`src/rtl/cart_xfer_pkg.sv`:
```
package cart_xfer_pkg;

    localparam int WORD_W     = 32;
    localparam int HALF_W     = 16;
    localparam int CMD_BYTES  = 8;
    localparam int CMD_W      = CMD_BYTES * 8;
    localparam int LANES      = WORD_W / 8;
    localparam int SIZE_W     = 15;
    localparam int STEP_BYTES = 4;
    localparam int BLOCK_BASE = 256;

    localparam int CTL_START  = 31;
    localparam int CTL_BUSY   = 23;
    localparam int CTL_SZ_LO  = 24;
    localparam int AUX_IRQ_EN = 14;
    localparam int EXP_OWNER  = 11;
    localparam int EXP_SPLIT  = 7;

    typedef enum logic [2:0] {
        REG_AUX    = 3'd0,
        REG_CTL    = 3'd1,
        REG_CMD_LO = 3'd2,
        REG_CMD_HI = 3'd3,
        REG_EXP    = 3'd4,
        REG_DATA   = 3'd5
    } reg_sel_e;

    typedef struct packed {
        logic              wr;
        logic              rd;
        logic [2:0]        sel;
        logic [LANES-1:0]  be;
        logic [WORD_W-1:0] wdata;
    } bus_req_t;

    function automatic logic [SIZE_W-1:0] block_bytes(input logic [2:0] code);
        case (code)
            3'd0:    return '0;
            3'd7:    return SIZE_W'(STEP_BYTES);
            default: return SIZE_W'(BLOCK_BASE) << code;
        endcase
    endfunction

endpackage

```
`src/rtl/cart_exp_regs.sv`:
```
module cart_exp_regs
    import cart_xfer_pkg::*;
(
    input  logic              clk,
    input  logic              rst,
    input  logic              wr_a,
    input  logic              wr_b,
    input  logic [HALF_W-1:0] wdata_a,
    input  logic [HALF_W-1:0] wdata_b,
    output logic [HALF_W-1:0] exp_a,
    output logic [HALF_W-1:0] exp_b,
    output logic              owner_b
);

    localparam logic [HALF_W-1:0] LOW_MASK = HALF_W'((1 << EXP_SPLIT) - 1);
    localparam logic [HALF_W-1:0] HI_MASK  = ~LOW_MASK;

    logic [HALF_W-1:0] hi_src, lo_src;

    always_comb begin
        hi_src = wr_a ? wdata_a : exp_b;
        lo_src = wr_b ? wdata_b : exp_b;
    end

    always_ff @(posedge clk) begin
        if (rst) begin
            exp_a <= '0;
            exp_b <= '0;
        end else begin
            if (wr_a) exp_a <= wdata_a;
            exp_b <= (hi_src & HI_MASK) | (lo_src & LOW_MASK);
        end
    end

    assign owner_b = exp_a[EXP_OWNER];

    AST_A_STORES_ALL: assert property (@(posedge clk) disable iff (rst)
        wr_a |=> exp_a == $past(wdata_a));
    AST_B_HIGH_MIRROR: assert property (@(posedge clk) disable iff (rst)
        wr_a |=> (exp_b & HI_MASK) == ($past(wdata_a) & HI_MASK));
    AST_B_LOW_KEPT: assert property (@(posedge clk) disable iff (rst)
        !wr_b |=> (exp_b & LOW_MASK) == $past(exp_b & LOW_MASK));

endmodule

```
`src/rtl/cart_owner_gate.sv`:
```
module cart_owner_gate
    import cart_xfer_pkg::*;
(
    input  logic     owner_b,
    input  bus_req_t req_a,
    input  bus_req_t req_b,
    output bus_req_t own_req,
    output logic     a_owns,
    output logic     b_owns
);

    assign a_owns  = !owner_b;
    assign b_owns  = owner_b;
    assign own_req = owner_b ? req_b : req_a;

endmodule

```
`src/rtl/cart_xfer_engine.sv`:
```
module cart_xfer_engine
    import cart_xfer_pkg::*;
(
    input  logic              clk,
    input  logic              rst,
    input  bus_req_t          req,
    input  logic              owner_b,
    input  logic              cart_valid,
    input  logic [WORD_W-1:0] cart_data,
    input  logic [CMD_W-1:0]  cmd_bytes,
    output logic [WORD_W-1:0] ctl_q,
    output logic [HALF_W-1:0] aux_q,
    output logic [CMD_W-1:0]  cart_cmd,
    output logic [WORD_W-1:0] data_word,
    output logic              cart_pop,
    output logic              irq_a,
    output logic              irq_b
);

    logic [SIZE_W-1:0] pos_q, size_q, pos_d, size_d, pos_next, start_size;
    logic [WORD_W-1:0] ctl_d, last_q, last_d;
    logic [HALF_W-1:0] aux_d;
    logic [CMD_W-1:0]  cmd_d;
    logic              busy, hit_ctl, hit_aux, rd_data, finish;

    assign busy       = ctl_q[CTL_BUSY];
    assign hit_ctl    = req.wr && (req.sel == REG_CTL);
    assign hit_aux    = req.wr && (req.sel == REG_AUX);
    assign rd_data    = req.rd && (req.sel == REG_DATA);
    assign cart_pop   = rd_data && busy && cart_valid;
    assign pos_next   = pos_q + SIZE_W'(STEP_BYTES);
    assign start_size = block_bytes(req.wdata[CTL_SZ_LO +: 3]);
    assign data_word  = !busy ? '0 : (cart_valid ? cart_data : last_q);

    always_comb begin
        ctl_d  = ctl_q;
        pos_d  = pos_q;
        size_d = size_q;
        cmd_d  = cart_cmd;
        last_d = last_q;
        aux_d  = aux_q;
        finish = 1'b0;
        if (hit_ctl) begin
            ctl_d           = req.wdata;
            ctl_d[CTL_BUSY] = 1'b0;
            if (req.wdata[CTL_START]) begin
                cmd_d  = cmd_bytes;
                pos_d  = '0;
                size_d = start_size;
                if (start_size == '0) begin
                    ctl_d[CTL_START] = 1'b0;
                    finish           = 1'b1;
                end else begin
                    ctl_d[CTL_BUSY] = 1'b1;
                end
            end
        end else if (cart_pop) begin
            pos_d  = pos_next;
            last_d = cart_data;
            if (pos_next >= size_q) begin
                ctl_d[CTL_BUSY]  = 1'b0;
                ctl_d[CTL_START] = 1'b0;
                finish           = 1'b1;
            end
        end
        if (hit_aux) begin
            if (req.be[0]) aux_d[7:0]  = req.wdata[7:0];
            if (req.be[1]) aux_d[15:8] = req.wdata[15:8];
        end
    end

    always_ff @(posedge clk) begin
        if (rst) begin
            ctl_q    <= '0;
            aux_q    <= '0;
            pos_q    <= '0;
            size_q   <= '0;
            cart_cmd <= '0;
            last_q   <= '0;
            irq_a    <= 1'b0;
            irq_b    <= 1'b0;
        end else begin
            ctl_q    <= ctl_d;
            aux_q    <= aux_d;
            pos_q    <= pos_d;
            size_q   <= size_d;
            cart_cmd <= cmd_d;
            last_q   <= last_d;
            irq_a    <= finish && aux_q[AUX_IRQ_EN] && !owner_b;
            irq_b    <= finish && aux_q[AUX_IRQ_EN] && owner_b;
        end
    end

    AST_POS_IN_RANGE: assert property (@(posedge clk) disable iff (rst)
        busy |-> pos_q < size_q);
    AST_START_LOADS: assert property (@(posedge clk) disable iff (rst)
        hit_ctl && req.wdata[CTL_START] && (block_bytes(req.wdata[CTL_SZ_LO +: 3]) != '0)
        |=> ctl_q[CTL_BUSY] && (pos_q == '0));
    AST_IRQ_ONE_TARGET: assert property (@(posedge clk) disable iff (rst)
        $onehot0({irq_a, irq_b}));
    AST_IRQ_GATED: assert property (@(posedge clk) disable iff (rst)
        (irq_a || irq_b) |-> aux_q[AUX_IRQ_EN]);
    AST_IDLE_READ_STILL: assert property (@(posedge clk) disable iff (rst)
        rd_data && !busy |=> $stable(pos_q));
    AST_STALL_HOLD: assert property (@(posedge clk) disable iff (rst)
        rd_data && busy && !cart_valid && !hit_ctl |=> $stable(pos_q) && ctl_q[CTL_BUSY]);

endmodule

```
`src/rtl/cart_xfer_ctrl.sv`:
```
module cart_xfer_ctrl
    import cart_xfer_pkg::*;
(
    input  logic              clk,
    input  logic              rst,
    input  logic              a_wr,
    input  logic              a_rd,
    input  logic [2:0]        a_sel,
    input  logic [LANES-1:0]  a_be,
    input  logic [WORD_W-1:0] a_wdata,
    output logic [WORD_W-1:0] a_rdata,
    input  logic              b_wr,
    input  logic              b_rd,
    input  logic [2:0]        b_sel,
    input  logic [LANES-1:0]  b_be,
    input  logic [WORD_W-1:0] b_wdata,
    output logic [WORD_W-1:0] b_rdata,
    input  logic              cart_valid,
    input  logic [WORD_W-1:0] cart_data,
    output logic              cart_pop,
    output logic [CMD_W-1:0]  cart_cmd,
    output logic              irq_a,
    output logic              irq_b
);

    bus_req_t          req [2];
    bus_req_t          own_req;
    logic              owns [2];
    logic [HALF_W-1:0] exp_copy [2];
    logic [WORD_W-1:0] rdata [2];
    logic [CMD_W-1:0]  cmd_q;
    logic [WORD_W-1:0] ctl_q, data_word;
    logic [HALF_W-1:0] aux_q;
    logic              owner_b;

    assign req[0] = '{wr: a_wr, rd: a_rd, sel: a_sel, be: a_be, wdata: a_wdata};
    assign req[1] = '{wr: b_wr, rd: b_rd, sel: b_sel, be: b_be, wdata: b_wdata};

    cart_exp_regs u_exp (
        .clk     (clk),
        .rst     (rst),
        .wr_a    (a_wr && (a_sel == REG_EXP)),
        .wr_b    (b_wr && (b_sel == REG_EXP)),
        .wdata_a (a_wdata[HALF_W-1:0]),
        .wdata_b (b_wdata[HALF_W-1:0]),
        .exp_a   (exp_copy[0]),
        .exp_b   (exp_copy[1]),
        .owner_b (owner_b)
    );

    cart_owner_gate u_gate (
        .owner_b (owner_b),
        .req_a   (req[0]),
        .req_b   (req[1]),
        .own_req (own_req),
        .a_owns  (owns[0]),
        .b_owns  (owns[1])
    );

    cart_xfer_engine u_eng (
        .clk        (clk),
        .rst        (rst),
        .req        (own_req),
        .owner_b    (owner_b),
        .cart_valid (cart_valid),
        .cart_data  (cart_data),
        .cmd_bytes  (cmd_q),
        .ctl_q      (ctl_q),
        .aux_q      (aux_q),
        .cart_cmd   (cart_cmd),
        .data_word  (data_word),
        .cart_pop   (cart_pop),
        .irq_a      (irq_a),
        .irq_b      (irq_b)
    );

    // Command bytes are writable from either port; port A wins a same-cycle clash.
    for (genvar k = 0; k < CMD_BYTES; k++) begin : g_cmd
        localparam logic [2:0] WIN  = (k < LANES) ? REG_CMD_LO : REG_CMD_HI;
        localparam int         LANE = k % LANES;
        logic hit_a, hit_b;
        assign hit_a = a_wr && (a_sel == WIN) && a_be[LANE];
        assign hit_b = b_wr && (b_sel == WIN) && b_be[LANE];
        always_ff @(posedge clk) begin
            if (rst)        cmd_q[k*8 +: 8] <= '0;
            else if (hit_a) cmd_q[k*8 +: 8] <= a_wdata[LANE*8 +: 8];
            else if (hit_b) cmd_q[k*8 +: 8] <= b_wdata[LANE*8 +: 8];
        end
    end

    for (genvar p = 0; p < 2; p++) begin : g_view
        always_comb begin
            case (req[p].sel)
                REG_AUX:    rdata[p] = {{(WORD_W-HALF_W){1'b0}}, aux_q};
                REG_CTL:    rdata[p] = ctl_q;
                REG_CMD_LO: rdata[p] = cmd_q[WORD_W-1:0];
                REG_CMD_HI: rdata[p] = cmd_q[CMD_W-1:WORD_W];
                REG_EXP:    rdata[p] = {{(WORD_W-HALF_W){1'b0}}, exp_copy[p]};
                REG_DATA:   rdata[p] = owns[p] ? data_word : '0;
                default:    rdata[p] = '0;
            endcase
        end
    end

    assign a_rdata = rdata[0];
    assign b_rdata = rdata[1];

endmodule

```
`config.mk`:
```
export PLATFORM = sky130hd
export DESIGN_NAME = cart_xfer_ctrl
export DESIGN_NICKNAME = d
export VERILOG_FILES = /design/src/rtl/cart_xfer_pkg.sv /design/src/rtl/cart_exp_regs.sv /design/src/rtl/cart_owner_gate.sv /design/src/rtl/cart_xfer_engine.sv /design/src/rtl/cart_xfer_ctrl.sv
export SDC_FILE = /design/constraint.sdc
export NUM_CORES = 1
export LEC_CHECK = 0
export BUFFER_PORTS_ARGS = -buffer_cell sky130_fd_sc_hd__clkbuf_2
export CAP_MARGIN = 20
export CELL_PAD_IN_SITES_DETAIL_PLACEMENT = 1
export CELL_PAD_IN_SITES_GLOBAL_PLACEMENT = 2
export CORE_ASPECT_RATIO = 1.1
export CORE_MARGIN = 5
export CORE_UTILIZATION = 33
export CTS_CLUSTER_DIAMETER = 60
export CTS_CLUSTER_SIZE = 20
export DETAILED_ROUTE_END_ITERATION = 16
export PLACE_DENSITY = 0.76
export SYNTH_ARGS = -nofsm -noshare
export SYNTH_HDL_FRONTEND = slang
export SYNTH_SLANG_ARGS = --single-unit
```
`constraint.sdc`:
```
create_clock -name clk -period 4 [get_ports clk]
set_clock_uncertainty 0.2 [all_clocks]
set_input_delay 0 -clock clk [delete_from_list [all_inputs] [get_ports clk]]
set_output_delay 0 -clock clk [all_outputs]
set_load 0.03 [all_outputs]
```
==> results.txt, run 1 <==
- For this run, design rule violations remaining after detail routing come to 0.
* Timing startpoint of the critical path: b_sel[1]
- Max-slew violation total from the final report: 0
* Global routing's busiest layer: met2
- The run finished with clean final reports.
* Final total negative setup slack: 0 ns
- The worst setup path is of the primary input to register kind.
* Global-route wire length before repair: 84730 microns
- Share of power burned in the clock network: 0.472
* Layout Area Growth over Synthesis: 33.79%
* Number of endpoints failing setup at the final stage: 0
- Ports placed on the boundary: 248
- Port buffering added approximately 250 buffers.
- Unrepaired setup endpoints after global routing: false
* Clock tree from TritonCTS: built
- First-pass DRT Iterations: 5
- The analysis attributes to cell leakage a power of around 0.0067 uW.
- Initial antenna violation count: 3
- M3 GR Usage: 0.03670
* Category of the worst setup path launch point: primary input
- The count of nets left with antenna violations once routing finished came out at 0.
- Dividing the final minimum period by the clock period gives 0.8283.
* Avg Vias per Cell: 5.479
* Routability-driven placement congestion ratio: 0.8609
- The floorplan has 76 rows.
- The mapped netlist covers approximately 0.013 sq mm.
- Worst Hold Class: primary input to register
* Number of warning messages in the yosys log: 0
- The die covers 0.04377 sq mm.
- Of the total power, registers draw 0.422.
* Switching Power: 1747 uW
* GR Overflow Total: 0
* Met1 usage in global routing: 0.2998
- The initial utilization of the core area, before any placement, comes to 0.3342.
* Clock transition at path regs: ~0.070 ns
- Fraction of final layout cells sized beyond drive strength 1: 0.2259
- Top FF cell, synth: sky130_fd_sc_hd__dfxtp_1
* Std-Cell Core Area: 0.03918 sq mm
- At the worst endpoint, the required time is 4.32 ns.
- Post-synthesis register bit count: 253
- Max transition margin: 0.3482
* Share of the yosys chip area belonging to registers: 0.3868
- Number of distinct library cells after synthesis: 53
- Final-stage net count: 2055
- The routed layout has 13490 vias.
- Via count of the first global-routing pass: 14200
- Time the worst path needs with I/O delays and setup: 3.313 ns
- Largest area contributor in the synthesized netlist: sky130_fd_sc_hd__dfxtp_1
* HPWL reported at the end of detailed placement: 38600 microns
- WHS Path Cells: 4
- The tree is rooted in a sky130_fd_sc_hd__clkbuf_16.
- In this run the number of H-tree levels came out at 1.
* Sw Ratio: 0.2826
- The share of total power dissipated in combinational logic is 0.107.
* Number of buffers inserted for hold repair after clock tree synthesis: 180
- The clock net in this run drives a total of 253 sinks.
- In this run the post-CTS setup repair buffer count came out at 0.
- The synthesized design contains 0 enable-type register cells.
- The final hold violation count came to 0.
* Endpoint type of the worst setup path: register
- Across the VDD grid, the largest voltage drop is 328.8 uV.
- Clock latency on the worst-skew pair, taken at its later pin, is between 0.5 and 0.6 ns.
- For this run, the total global-route usage over all layers was measured as 0.2479.
- Measured in cells, the most critical reg-to-reg path has a length of 7.
- Area contributors post-synth: sky130_fd_sc_hd__dfxtp_1, sky130_fd_sc_hd__mux2i_1, sky130_fd_sc_hd__nand2_1
- Syn_area_per_cell: 8.319 sq um
- Commonest cells in the netlist: sky130_fd_sc_hd__nand2_1, sky130_fd_sc_hd__dfxtp_1, sky130_fd_sc_hd__a21oi_1
* Final wirelength: between 50000 and 60000 microns
- By instance count, the leading cell after synthesis is sky130_fd_sc_hd__nand2_1.
* Number of gates resized after CTS: 0
* Internal power summed over all cells: 4434 uW
- Along the worst path, the maximum fanout reaches 29.
- In this run the critical register-to-register path is launched from u_exp.exp_b[11].
* Worst Tran Pin Value: 0.9778 ns
- Synthesis handed over a netlist of ~1600 instances.
* Total power: 6181 uW
- Clock tree synthesis inserted a total of 30 buffers.
- Maximum number of pins on one net before global-route repair: approximately 120
- The tool flagged a number of max-cap violations equal to 0.
- Async S/R FF share, synth: 0
* Max Clk Rate: 0.3018 GHz
- After detailed routing, the average wire length per cell comes to ~23 microns.
* Min-Delay Startpoint: cart_data[21]
- Clock Tree Buf Depth: 3
- The number of nets handed over by synthesis was 1701.
* Area fraction of the dominant cell type after synthesis: 0.3868
- Width of the chip: 199.9 microns
- Pwr dens: 352.8 mW/mm^2
- Drt initial violations: 626
- Met2 track utilization from global routing: 0.4452
- For the worst setup path, the data arrival time is 3.63 ns.
* Overall die height: 218.9 microns
[flip-flops by register name (all words and copies together), names as in the netlist]
name / count
cmd_q: 64
u_eng.irq_a: 1
u_exp.exp_a: 7
u_eng.cart_cmd: 64
u_eng.irq_b: 1
u_eng.size_q: 8
u_eng.aux_q: 16
u_eng.pos_q: 13
u_eng.ctl_q: 31
u_exp.exp_b: 16
u_eng.last_q: 32
[per-stage QoR]
| step | setup WS, ns | cell area (sq um) | cells | hold WS (ns) | util |
|---|---|---|---|---|---|
| 3_3_place_gp | 0.9294 | 14650 | 2223 | 0.03891 | 0.3739 |
| 6_report | 0.6869 | 17520 | 2462 | 0.03258 | 0.4471 |
| 4_1_cts | 0.7987 | 17510 | 2459 | 0.002666 | 0.4470 |
| 2_1_floorplan | 1.194 | 13090 | 1574 | -0.06404 | - |
| 3_5_place_dp | 0.8217 | 14650 | 2223 | 0.04684 | 0.3739 |
| 5_1_grt | 0.5244 | 17520 | 2462 | 0.02804 | 0.4471 |
[per-layer routing]
layer  vias up  share of wire
met3        96          0.055
met4         0          0.032
met5         -              0
li1       6338              -
met1      6633           0.40
met2       423           0.51
[power groups by stage]
stage	combinational (uW)	clock, uW	sequential (uW)
CTS	655	2980	2610
detailed placement	548	0	2660
finish	660	2920	2610
floorplan	318	0	2640
global route	701	3090	2610
global placement	541	0	2660
[final timing paths]
check | end | slack, ns
max | cmd_q[17] | 0.69
min | u_eng.last_q[21] | 0.03
max reg2reg | u_eng.last_q[1] | 0.71
min reg2reg | u_eng.size_q[11] | 0.26
[placed cells by master, fill, tap and decap left out, types with 76 or more instances in the layout]
| cell | Yosys | layout |
|---|---|---|
| sky130_fd_sc_hd__mux2_2 | 88 | 88 |
| sky130_fd_sc_hd__a22oi_1 | 76 | 76 |
| sky130_fd_sc_hd__dfxtp_1 | 253 | 252 |
| sky130_fd_sc_hd__nand2_1 | 299 | 299 |
| sky130_fd_sc_hd__a211oi_1 | 80 | 80 |
| sky130_fd_sc_hd__mux2i_1 | 122 | 122 |
| sky130_fd_sc_hd__a21oi_1 | 151 | 151 |
| sky130_fd_sc_hd__clkbuf_2 | 1 | 246 |
| sky130_fd_sc_hd__nor2_1 | 140 | 140 |
| sky130_fd_sc_hd__dlygate4sd3_1 | 0 | 180 |
[kinds of logic (layout without fill, tap and decap cells)]
family | Yosys count | after routing | synth area share
multiplexers | 217 | 217 | 0.1810
flip-flops | 253 | 253 | 0.3868
AO/OA/AOI/OAI | 404 | 404 | 0.1982
XOR/XNOR | 9 | 9 | 0.006020
AND/OR/NAND/NOR | 525 | 525 | 0.1677
buffers and inverters | 156 | 534 | 0.05074
other | 0 | 3 | 0
adder cells (fa/ha/maj) | 10 | 10 | 0.009556
[layout make-up]
cell class | instances | area [sq um]
diodes | 3 | 7.507
clock buffers | 34 | 817.0
clock inverters | 22 | 245.2
fillers | 4674 | 21660
inverters | 19 | 73.82
multi-input cells | 1165 | 7377
flip-flops and latches | 253 | 5066
well taps | 507 | 634.4
repair buffers | 459 | 3297
[critical path, cell delays in order]
cell,delay (ns)
sky130_fd_sc_hd__clkbuf_2,0.38
sky130_fd_sc_hd__buf_4,0.48
sky130_fd_sc_hd__nor3b_1,0.36
sky130_fd_sc_hd__buf_4,0.25
sky130_fd_sc_hd__and3_1,0.52
sky130_fd_sc_hd__mux2i_1,0.14
sky130_fd_sc_hd__dlygate4sd3_1,0.58
sky130_fd_sc_hd__a211oi_1,0.30
sky130_fd_sc_hd__dlygate4sd3_1,0.61
Note: power is estimated with default switching activity, not from simulation.
==> run 2, diff against run 1 <==
- ABC_AREA: not set -> 1
- CORE_UTILIZATION: 33 -> 30
- clock period: 4 -> 3.3 ns (I/O delays scaled with it)
==> run 2 against run 1 <==
First-iteration DRC count up 50%. Combinational power up 20%. Via count up 9.6%. Non-clock buffer count down 28. Global-route usage up 0.73 points. Critical path type is now register to register. Register-to-register slack worse by 0.44 ns. Highest routed layer is now met5. Routed wire length up 8.5%.
==> results.txt, run 2 <==
- Run status: complete, no violations
* Top FF cell, synth: sky130_fd_sc_hd__dfxtp_1
* Final hold vios: 0 (unchanged)
- The number of search-and-repair iterations in the first detailed-routing pass was 6 (+1).
- The number of setup buffers added after CTS is 0 (unchanged).
- The wire length of the first global-routing pass was 91400 microns (+7.9%).
* Largest area contributor in the synthesized netlist: sky130_fd_sc_hd__dfxtp_1
* Drt initial violations: 936 (+50%)
* Worst setup slack after layout: 0.2658 ns (-0.4211 ns)
- Number of clock buffers inserted by TritonCTS: 34 (+13%)
- Count of max-cap constraint violations: 0 (unchanged)
- The largest net degree at the start of global routing is 85 (-28%).
- The internal power component came to 5793 uW (+31%).
- The number of rows created at floorplan came to 79 (+3.9%).
- Number of warning messages in the yosys log: 0 (unchanged)
* Remaining antenna violation count after routing: 0 (unchanged)
- The half-perimeter wire length after placement is 42340 microns (+9.7%).
* Width of the chip: 205.9 microns (+3.0%)
- The clock input transition at the sequential cells of the worst setup and hold paths is 0.06 ns (about the same).
- Sw Ratio: 0.2830 (+0.0003492)
- Top flop regs: cmd_q (64), u_eng.cart_cmd (64), u_eng.last_q (32)
- Area fraction of the dominant cell type after synthesis: 0.4000 (+0.01319)
- Post-synth EDFFs: 0 (unchanged)
* Gate count of the mapped netlist: 1891 (+20%)
- Critical path data arrival time: 3.19 ns (-0.44 ns)
- Via count of the first global-routing pass: 15070 (+6.1%)
- Final-stage net count: 2367 (+15%)
* Layout Area Growth over Synthesis: 35.78%
* Leak Pwr: 0.006777 uW (+1.1%)
- The fraction of layout instances using a drive strength above 1 was 0.1642 (-0.06176).
* Async S/R FF share, synth: 0 (unchanged)
- In the layout the commonest cells are sky130_fd_sc_hd__nand2_1, sky130_fd_sc_hd__dfxtp_1, sky130_fd_sc_hd__clkbuf_2, sky130_fd_sc_hd__o21ai_0, sky130_fd_sc_hd__a21oi_1.
- The global placer's final weighted congestion was 0.8727 (+1.4%).
* Overall die height: 225.5 microns (+3.0%)
- Clock tree from TritonCTS: built
* Reg area: 0.005066 sq mm (unchanged)
- Starting density of the core: 0.3014 (-0.03280)
* Count of unresolved DRC violations after routing: 0 (unchanged)
- The number of vias after detailed routing is 14780 (+9.6%).
* Top cell family by delay on the critical path: simple AND/OR/NAND/NOR gates
- The remaining global-route overflow is 0 (unchanged).
- The count of distinct cell types in the synthesized netlist is 38 (-28%).
- The required time at the endpoint of the critical path is 3.46 ns (-0.86 ns).
- STA classifies the critical path startpoint as a register.
- Antenna diode count: 0 (-3)
- Number of port buffers: 247 (unchanged)
- Share of power burned in the clock network: 0.511 (+0.039)
- Number of endpoints failing setup at the final stage: 0 (unchanged)
- The multi-input logic area is 0.006574 sq mm (-11%).
* Pre-CTS worst setup slack: 0.1253 ns (-0.6963 ns)
* Max-slew violation total from the final report: 0 (unchanged)
- Initial antenna violation count: 3 (unchanged)
- The largest driver fanout on the critical path was 6 (-79%).
- Critical-path cell with the highest stage delay: sky130_fd_sc_hd__dfxtp_1
- The cell area after synthesis was 0.01266 sq mm (-3.3%).
- Final wirelength: 61040 microns (+8.5%)
- Setup repair after global routing left no endpoint under its margin.
- The per-cell routed wire length was 21.55 microns (-5.7%).
- The average size of a mapped cell is 6.696 sq um (-20%).
- Pwr dens: 469.9 mW/mm^2 (+33%)
- The routed design could run at a clock period as short as 3.034 ns.
- WS Path Type: register to register
- The register bit total from synthesis is 253 (unchanged).
* Most common cell after layout, fill and taps aside: sky130_fd_sc_hd__nand2_1
* Max Clk Rate: 0.3296 GHz
* Nets in the synthesized netlist: 2018 (+19%)
* Commonest cells in the netlist: sky130_fd_sc_hd__nand2_1, sky130_fd_sc_hd__dfxtp_1, sky130_fd_sc_hd__o21ai_0
- Portion of the clock cycle consumed by the worst path in the final layout: 0.9194
- Delay of the slowest critical-path stage: 0.41 ns (-0.20 ns)
* Final total negative setup slack: 0 ns (unchanged)
* Switching Power: 2286 uW (+31%)
* Worst Hold Class: primary input to register
- Share of the yosys chip area belonging to registers: 0.4000 (+0.01319)
- The share of power burned in combinational logic is 0.098 (-0.009).
* Part of the power in registers: 0.391 (-0.031)
- In this run the clock root is driven by a sky130_fd_sc_hd__clkbuf_16.
- Max transition margin: 0.3362 (-0.01199)
- The core region area came to 0.04201 sq mm (+7.2%).
* Max H-tree Level: 2 (+1)
* Endpoint type of the worst setup path: register
* Fill cell instance count of the final layout: 5311 (+14%)
* Ports placed on the boundary: 248 (unchanged)
* Worst Tran Pin Value: 0.9957 ns (+0.01798 ns)
- The post-detailed-route via-to-cell ratio was 5.218 (-4.8%).
- The count of buffering cells on the critical path with inverters included came to 2 (-3).
* Sinks on Clock Net: 253 (unchanged)
- By area the synthesized netlist is led by sky130_fd_sc_hd__dfxtp_1, sky130_fd_sc_hd__nand2_1, sky130_fd_sc_hd__o21ai_0.
- The overall fraction of global-route tracks in use came to 0.2552 (+0.007321).
- Most used cell along the critical path: sky130_fd_sc_hd__nand2_1
* Most common cell in the synthesized netlist: sky130_fd_sc_hd__nand2_1
- The worst-skew pair later-pin latency was 0.54 ns (-0.03 ns).
- The area of the die is 0.04642 sq mm (+6.1%).
- Total power: 8079 uW (+31%)
- Clock Tree Buf Depth: 3 (unchanged)
- Maximum ir drop on the vdd rail: 344.6 uV (+4.8%)
* List of cells traversed by the critical path: nand2_1 > inv_1 > nand3_2 > nor2_2 > nand3_1 > nor2_1 > xor2_1 > inv_1 > ha_1 > nand2_1 > nor2_2 > nand3b_1 > nor2_1 > nand3_1 > nand2_1 > nor2_1 > nand3_1 > nand2_1 > nand2_1 > a21oi_1
## run 2: changes by cell type in the layout (fill, tap and decap cells not counted), sizes merged, moves of 56 or more
cell,change
inv,+128
a22oi,-56
nand2,+222
mux2i,-122
a21oi,+64
o21ai,+219
mux2,-88
a211oi,-74
## run 2: logic make-up after synthesis
family | after synthesis | share of synthesized area
flip-flops | 253 | 0.4000
AND/OR/NAND/NOR | 785 | 0.2500
XOR/XNOR | 7 | 0.004842
adder cells (fa/ha/maj) | 10 | 0.009881
buffers and inverters | 264 | 0.08458
AO/OA/AOI/OAI | 572 | 0.2507
## run 2: area by class of cell
class / count / area share
inverters: 146 / 0.03209
well taps: 567 / 0.04126
clock buffers: 39 / 0.05487
repair buffers: 431 / 0.1762
flip-flops and latches: 253 / 0.2947
clock inverters: 23 / 0.01856
multi-input cells: 1374 / 0.3824
## run 2: metal layers
layer | global-route usage | up-vias | share of wire
li1 | - | 7032 | -
met1 | 0.3445 | 7198 | 0.45
met2 | 0.4269 | 442 | 0.47
met3 | 0.03713 | 106 | 0.056
met4 | 0.07128 | 6 | 0.028
met5 | 0 | - | 0.00064
## run 2: repair_timing
| item | 4_1_cts | 5_1_grt |
|---|---|---|
| endpoints found under the setup margin | 0 | 4 |
| resized for setup | 0 | 8 |
| hold buffers | 152 | 0 |
| endpoints found under the hold margin | 195 | 0 |
## run 2: final timing paths
path | to | cells past startpoint | slack [ns] | startpoint
setup / recovery | u_eng.ctl_q[23] | 20 | 0.27 | u_eng.pos_q[5]
hold / removal | cmd_q[37] | 5 | 0.03 | b_be[0]
hold reg to reg | u_eng.size_q[8] | 2 | 0.26 | u_eng.size_q[8]
setup reg to reg | u_eng.ctl_q[23] | 20 | 0.27 | u_eng.pos_q[5]
## run 2: metrics by stage
| stage | std cells | util | area [sq um] | hold slack, ns |
|---|---|---|---|---|
| 2_1_floorplan | 1891 | - | 12660 | -0.03987 |
| 3_3_place_gp | 2619 | 0.3423 | 14380 | 0.06846 |
| 3_5_place_dp | 2619 | 0.3423 | 14380 | 0.08223 |
| 4_1_cts | 2833 | 0.4086 | 17170 | 0.0001483 |
| 5_1_grt | 2833 | 0.4093 | 17190 | 0.05623 |
| 6_report | 2833 | 0.4093 | 17190 | 0.02812 |
## run 2: power by group through the flow
stage / Clock [uW] / Combinational [uW] / Sequential (uW)
after floorplan: 0 / 358 / 3210
after global placement: 0 / 652 / 3230
after detailed placement: 0 / 664 / 3230
after CTS: 4200 / 791 / 3160
after global routing: 4340 / 857 / 3160
final: 4130 / 793 / 3160
## run 2: worst register-to-register path, stage by stage, from the launching register on
cell and delay, ns:
sky130_fd_sc_hd__dfxtp_1 0.41, sky130_fd_sc_hd__nand2_1 0.12, sky130_fd_sc_hd__inv_1 0.11, sky130_fd_sc_hd__nand3_2 0.11, sky130_fd_sc_hd__nor2_2 0.14, sky130_fd_sc_hd__nand3_1 0.13
sky130_fd_sc_hd__nor2_1 0.15, sky130_fd_sc_hd__xor2_1 0.19, sky130_fd_sc_hd__inv_1 0.09, sky130_fd_sc_hd__ha_1 0.28, sky130_fd_sc_hd__nand2_1 0.10, sky130_fd_sc_hd__nor2_2 0.15
sky130_fd_sc_hd__nand3b_1 0.09, sky130_fd_sc_hd__nor2_1 0.11, sky130_fd_sc_hd__nand3_1 0.11, sky130_fd_sc_hd__nand2_1 0.07, sky130_fd_sc_hd__nor2_1 0.04, sky130_fd_sc_hd__nand3_1 0.09
sky130_fd_sc_hd__nand2_1 0.07, sky130_fd_sc_hd__nand2_1 0.06, sky130_fd_sc_hd__a21oi_1 0.06
==> run 3, diff against run 2 <==
- clock period: 3.3 -> 3.1 ns (I/O delays scaled with it)
==> run 3 against run 2 <==
The run now ends with hold timing left. Via count decreased by 0.22%. Utilization decreased by 0.19 points. Final cell count increased by 0.18%. Hold slack got worse by 0.031 ns. Routed wire length decreased by 0.86%. Die area unchanged. Global-route usage decreased by 0.32 points. Register-to-register slack got worse by 0.02 ns. Largest cell class unchanged.
==> results.txt, run 3 (synthesis gave the netlist of run 2 again) <==
- Logic depth of the worst register-to-register path: 20 (unchanged)
- Final core utilization: 0.4073 (-0.001936)
* Max Clk Rate: 0.3384 GHz
- Combinational share of power: 0.108 (+0.010)
- The number of vias after detailed routing was 14750 (-0.22%).
- Worst hold slack: -0.002798 ns (-0.03092 ns)
- Share of power burned in the clock network: 0.464 (-0.047)
- Std-Cell Core Area: 0.04201 sq mm (unchanged)
- Pwr dens: 459.2 mW/mm^2 (-2.3%)
* Routability-driven placement congestion ratio: 0.8932 (+2.3%)
- The checks that failed: hold timing.
- The largest registers in the layout are cmd_q (64), u_eng.cart_cmd (64), u_eng.last_q (32).
- The post-detailed-route via-to-cell ratio is 5.198 (-0.39%).
- Clk Tree Root Cell: sky130_fd_sc_hd__clkbuf_16
- The count of final max-slew check failures came to 0 (unchanged).
- The floorplan die width came to 205.9 microns (unchanged).
- The CTS buffer count was 29 (-15%).
* List of cells traversed by the critical path: dlygate4sd3_1 > clkbuf_2 > inv_1 > nor2_4 > inv_2 > nor2_4 > inv_2 > o21ai_0 > dlygate4sd3_1 > o21ai_1 > dlygate4sd3_1 > a21oi_1 > dlygate4sd3_1
- Final wirelength: 60520 microns (-0.86%)
- Total track usage: 0.2520 (-0.003232)
- Fraction of final layout cells sized beyond drive strength 1: 0.1682 (+0.004042)
- The net count reported at finish is 2376 (+0.38%).
- The total number of H-tree levels is 1 (-1).
* Maximum ir drop on the vdd rail: 411.9 uV (+20%)
- By startpoint and endpoint, the worst setup path is classified as primary input to register.
* Unrepaired setup endpoints after global routing: false
- Leaving out fill and tap cells, the most frequent cell in the layout is sky130_fd_sc_hd__nand2_1.
* Worst Hold Class: primary input to register
- The clock input transition at the sequential cells of the worst setup and hold paths came to 0.08 ns (+0.02 ns).
* Rows: 79 (unchanged)
* Worst setup slack for register-to-register paths: 0.25 ns (-0.02 ns)
* Count of max-cap constraint violations: 0 (unchanged)
* Time the worst path needs with I/O delays and setup: 2.955 ns
* WHS Path Cells: 7 (+2)
- Part of the power in registers: 0.428 (+0.037)
- The worst-skew pair later-pin latency is 0.57 ns (+0.03 ns).
* Sinks on Clock Net: 253 (unchanged)
- The leakage power is 0.006768 uW (-0.12%).
- The relative slew slack came to 0.3213 (-0.01487).
- In the layout the commonest cells are sky130_fd_sc_hd__nand2_1, sky130_fd_sc_hd__dfxtp_1, sky130_fd_sc_hd__clkbuf_2, sky130_fd_sc_hd__o21ai_0, sky130_fd_sc_hd__a21oi_1.
- The internal power component was 5564 uW (-4.0%).
- Maximum number of pins on one net before global-route repair: 78 (-8.2%)
- The I/O pin count is 248 (unchanged).
* Drt initial violations: 915 (-2.2%)
- Average wire per standard cell: 21.32 microns (-1.0%)
- The initial core utilization was 0.3014 (unchanged).
* Via count of the first global-routing pass: 14940 (-0.82%)
- The wire length of the first global-routing pass came to 90620 microns (-0.85%).
- The antenna cell count is 0 (unchanged).
* Portion of the clock cycle consumed by the worst path in the final layout: 0.9533
- Endpoint type of the worst setup path: register
- Critical path data arrival time: 3.28 ns (+0.09 ns)
* Min-Delay Startpoint: b_rd
* Number of endpoints failing setup at the final stage: 0 (unchanged)
- Maximum fanout count along the critical path: 13 (+7)
- Clock tree from TritonCTS: built
- Final total negative setup slack: 0 ns (unchanged)
- The final cell count without fillers came to 2838 (+0.18%).
- The half-perimeter wire length after placement is 42390 microns (+0.13%).
- The required time at the endpoint of the critical path was 3.42 ns (-0.04 ns).
- The cell count after placement was 2626 (+0.27%).
- The initial antenna violation count was 2 (-1).
* Count of unresolved DRC violations after routing: 0 (unchanged)
- The remaining global-route overflow came to 0 (unchanged).
* Final hold vios: 2 (+2)
- Run status: complete, but fails checks
- Layout Area Growth over Synthesis: 35.14%
- The area of the die is 0.04642 sq mm (unchanged).
- Timing startpoint of the critical path: a_wr
- Delay of the slowest critical-path stage: 0.57 ns (+0.16 ns)
- The height of the die was 225.5 microns (unchanged).
* Switching Power: 2293 uW (+0.28%)
- Most used cell along the critical path: sky130_fd_sc_hd__dlygate4sd3_1
* Worst Tran Pin Value: 1.016 ns (+0.01984 ns)
* Clock Tree Buf Depth: 3 (unchanged)
* Source of the worst register-to-register timing path: u_eng.pos_q[2]
- The number of I/O port buffers was 247 (unchanged).
- The switching part of the total power is 0.2918 (+0.008831).
- The largest individual stage delay along the critical path comes from the cell sky130_fd_sc_hd__dlygate4sd3_1.
* Remaining antenna violation count after routing: 0 (unchanged)
- The number of search-and-repair iterations in the first detailed-routing pass is 5 (-1).
- STA classifies the critical path startpoint as a primary input.
run 3: worst max-delay path: cells and delay by family:
family                 cells  cell delay, ns
buffers and inverters      8            2.69
AND/OR/NAND/NOR            2            0.30
AO/OA/AOI/OAI              3            0.27
run 3: per-layer routing:
metal	wire [microns]	part of all wire	vias up	track usage
met3	3501	0.058	89	0.04145
met2	28330	0.47	371	0.4235
met5	27	0.00045	-	0
met1	27040	0.45	7226	0.3370
met4	1623	0.027	4	0.06677
li1	-	-	7062	-
run 3: worst paths after layout:
| path | end |
|---|---|
| worst max-delay path | cmd_q[49] |
| worst min-delay path | u_eng.last_q[29] |
| worst max register to register | u_eng.ctl_q[23] |
| worst min register to register | u_exp.exp_a[2] |
run 3: area by class of cell:
cell class              instances  area [sq um]
inverters                     146         560.5
clock buffers                  32         767.0
flip-flops and latches        253          5072
clock inverters                21         231.5
repair buffers                445          3192
fillers                      5381         24900
well taps                     567         709.4
multi-input cells            1374          6579
run 3: through the flow:
step | cell area [sq um] | total power [uW] | setup slack (ns)
3_3_place_gp | 14490 | 4135 | 0.1518
2_1_floorplan | 12660 | 3798 | 0.3812
3_5_place_dp | 14490 | 4147 | 0.04015
4_1_cts | 17040 | 7919 | 0.01219
6_report | 17110 | 7857 | 0.1449
5_1_grt | 17110 | 8123 | 0.01253
run 3: repair_timing:
item,4_1_cts,5_1_grt
gates resized for setup,0,16
hold buffers,155,0
setup endpoints to repair,0,8
setup buffers,0,4
endpoints found under the hold margin,222,0
run 3: power groups by stage:
| stage | Sequential, uW | Clock (uW) | Combinational (uW) |
|---|---|---|---|
| after floorplan | 3420 | 0 | 381 |
| after global placement | 3430 | 0 | 702 |
| after detailed placement | 3440 | 0 | 712 |
| after CTS | 3360 | 3710 | 846 |
| after global routing | 3370 | 3830 | 923 |
| final | 3360 | 3640 | 852 |
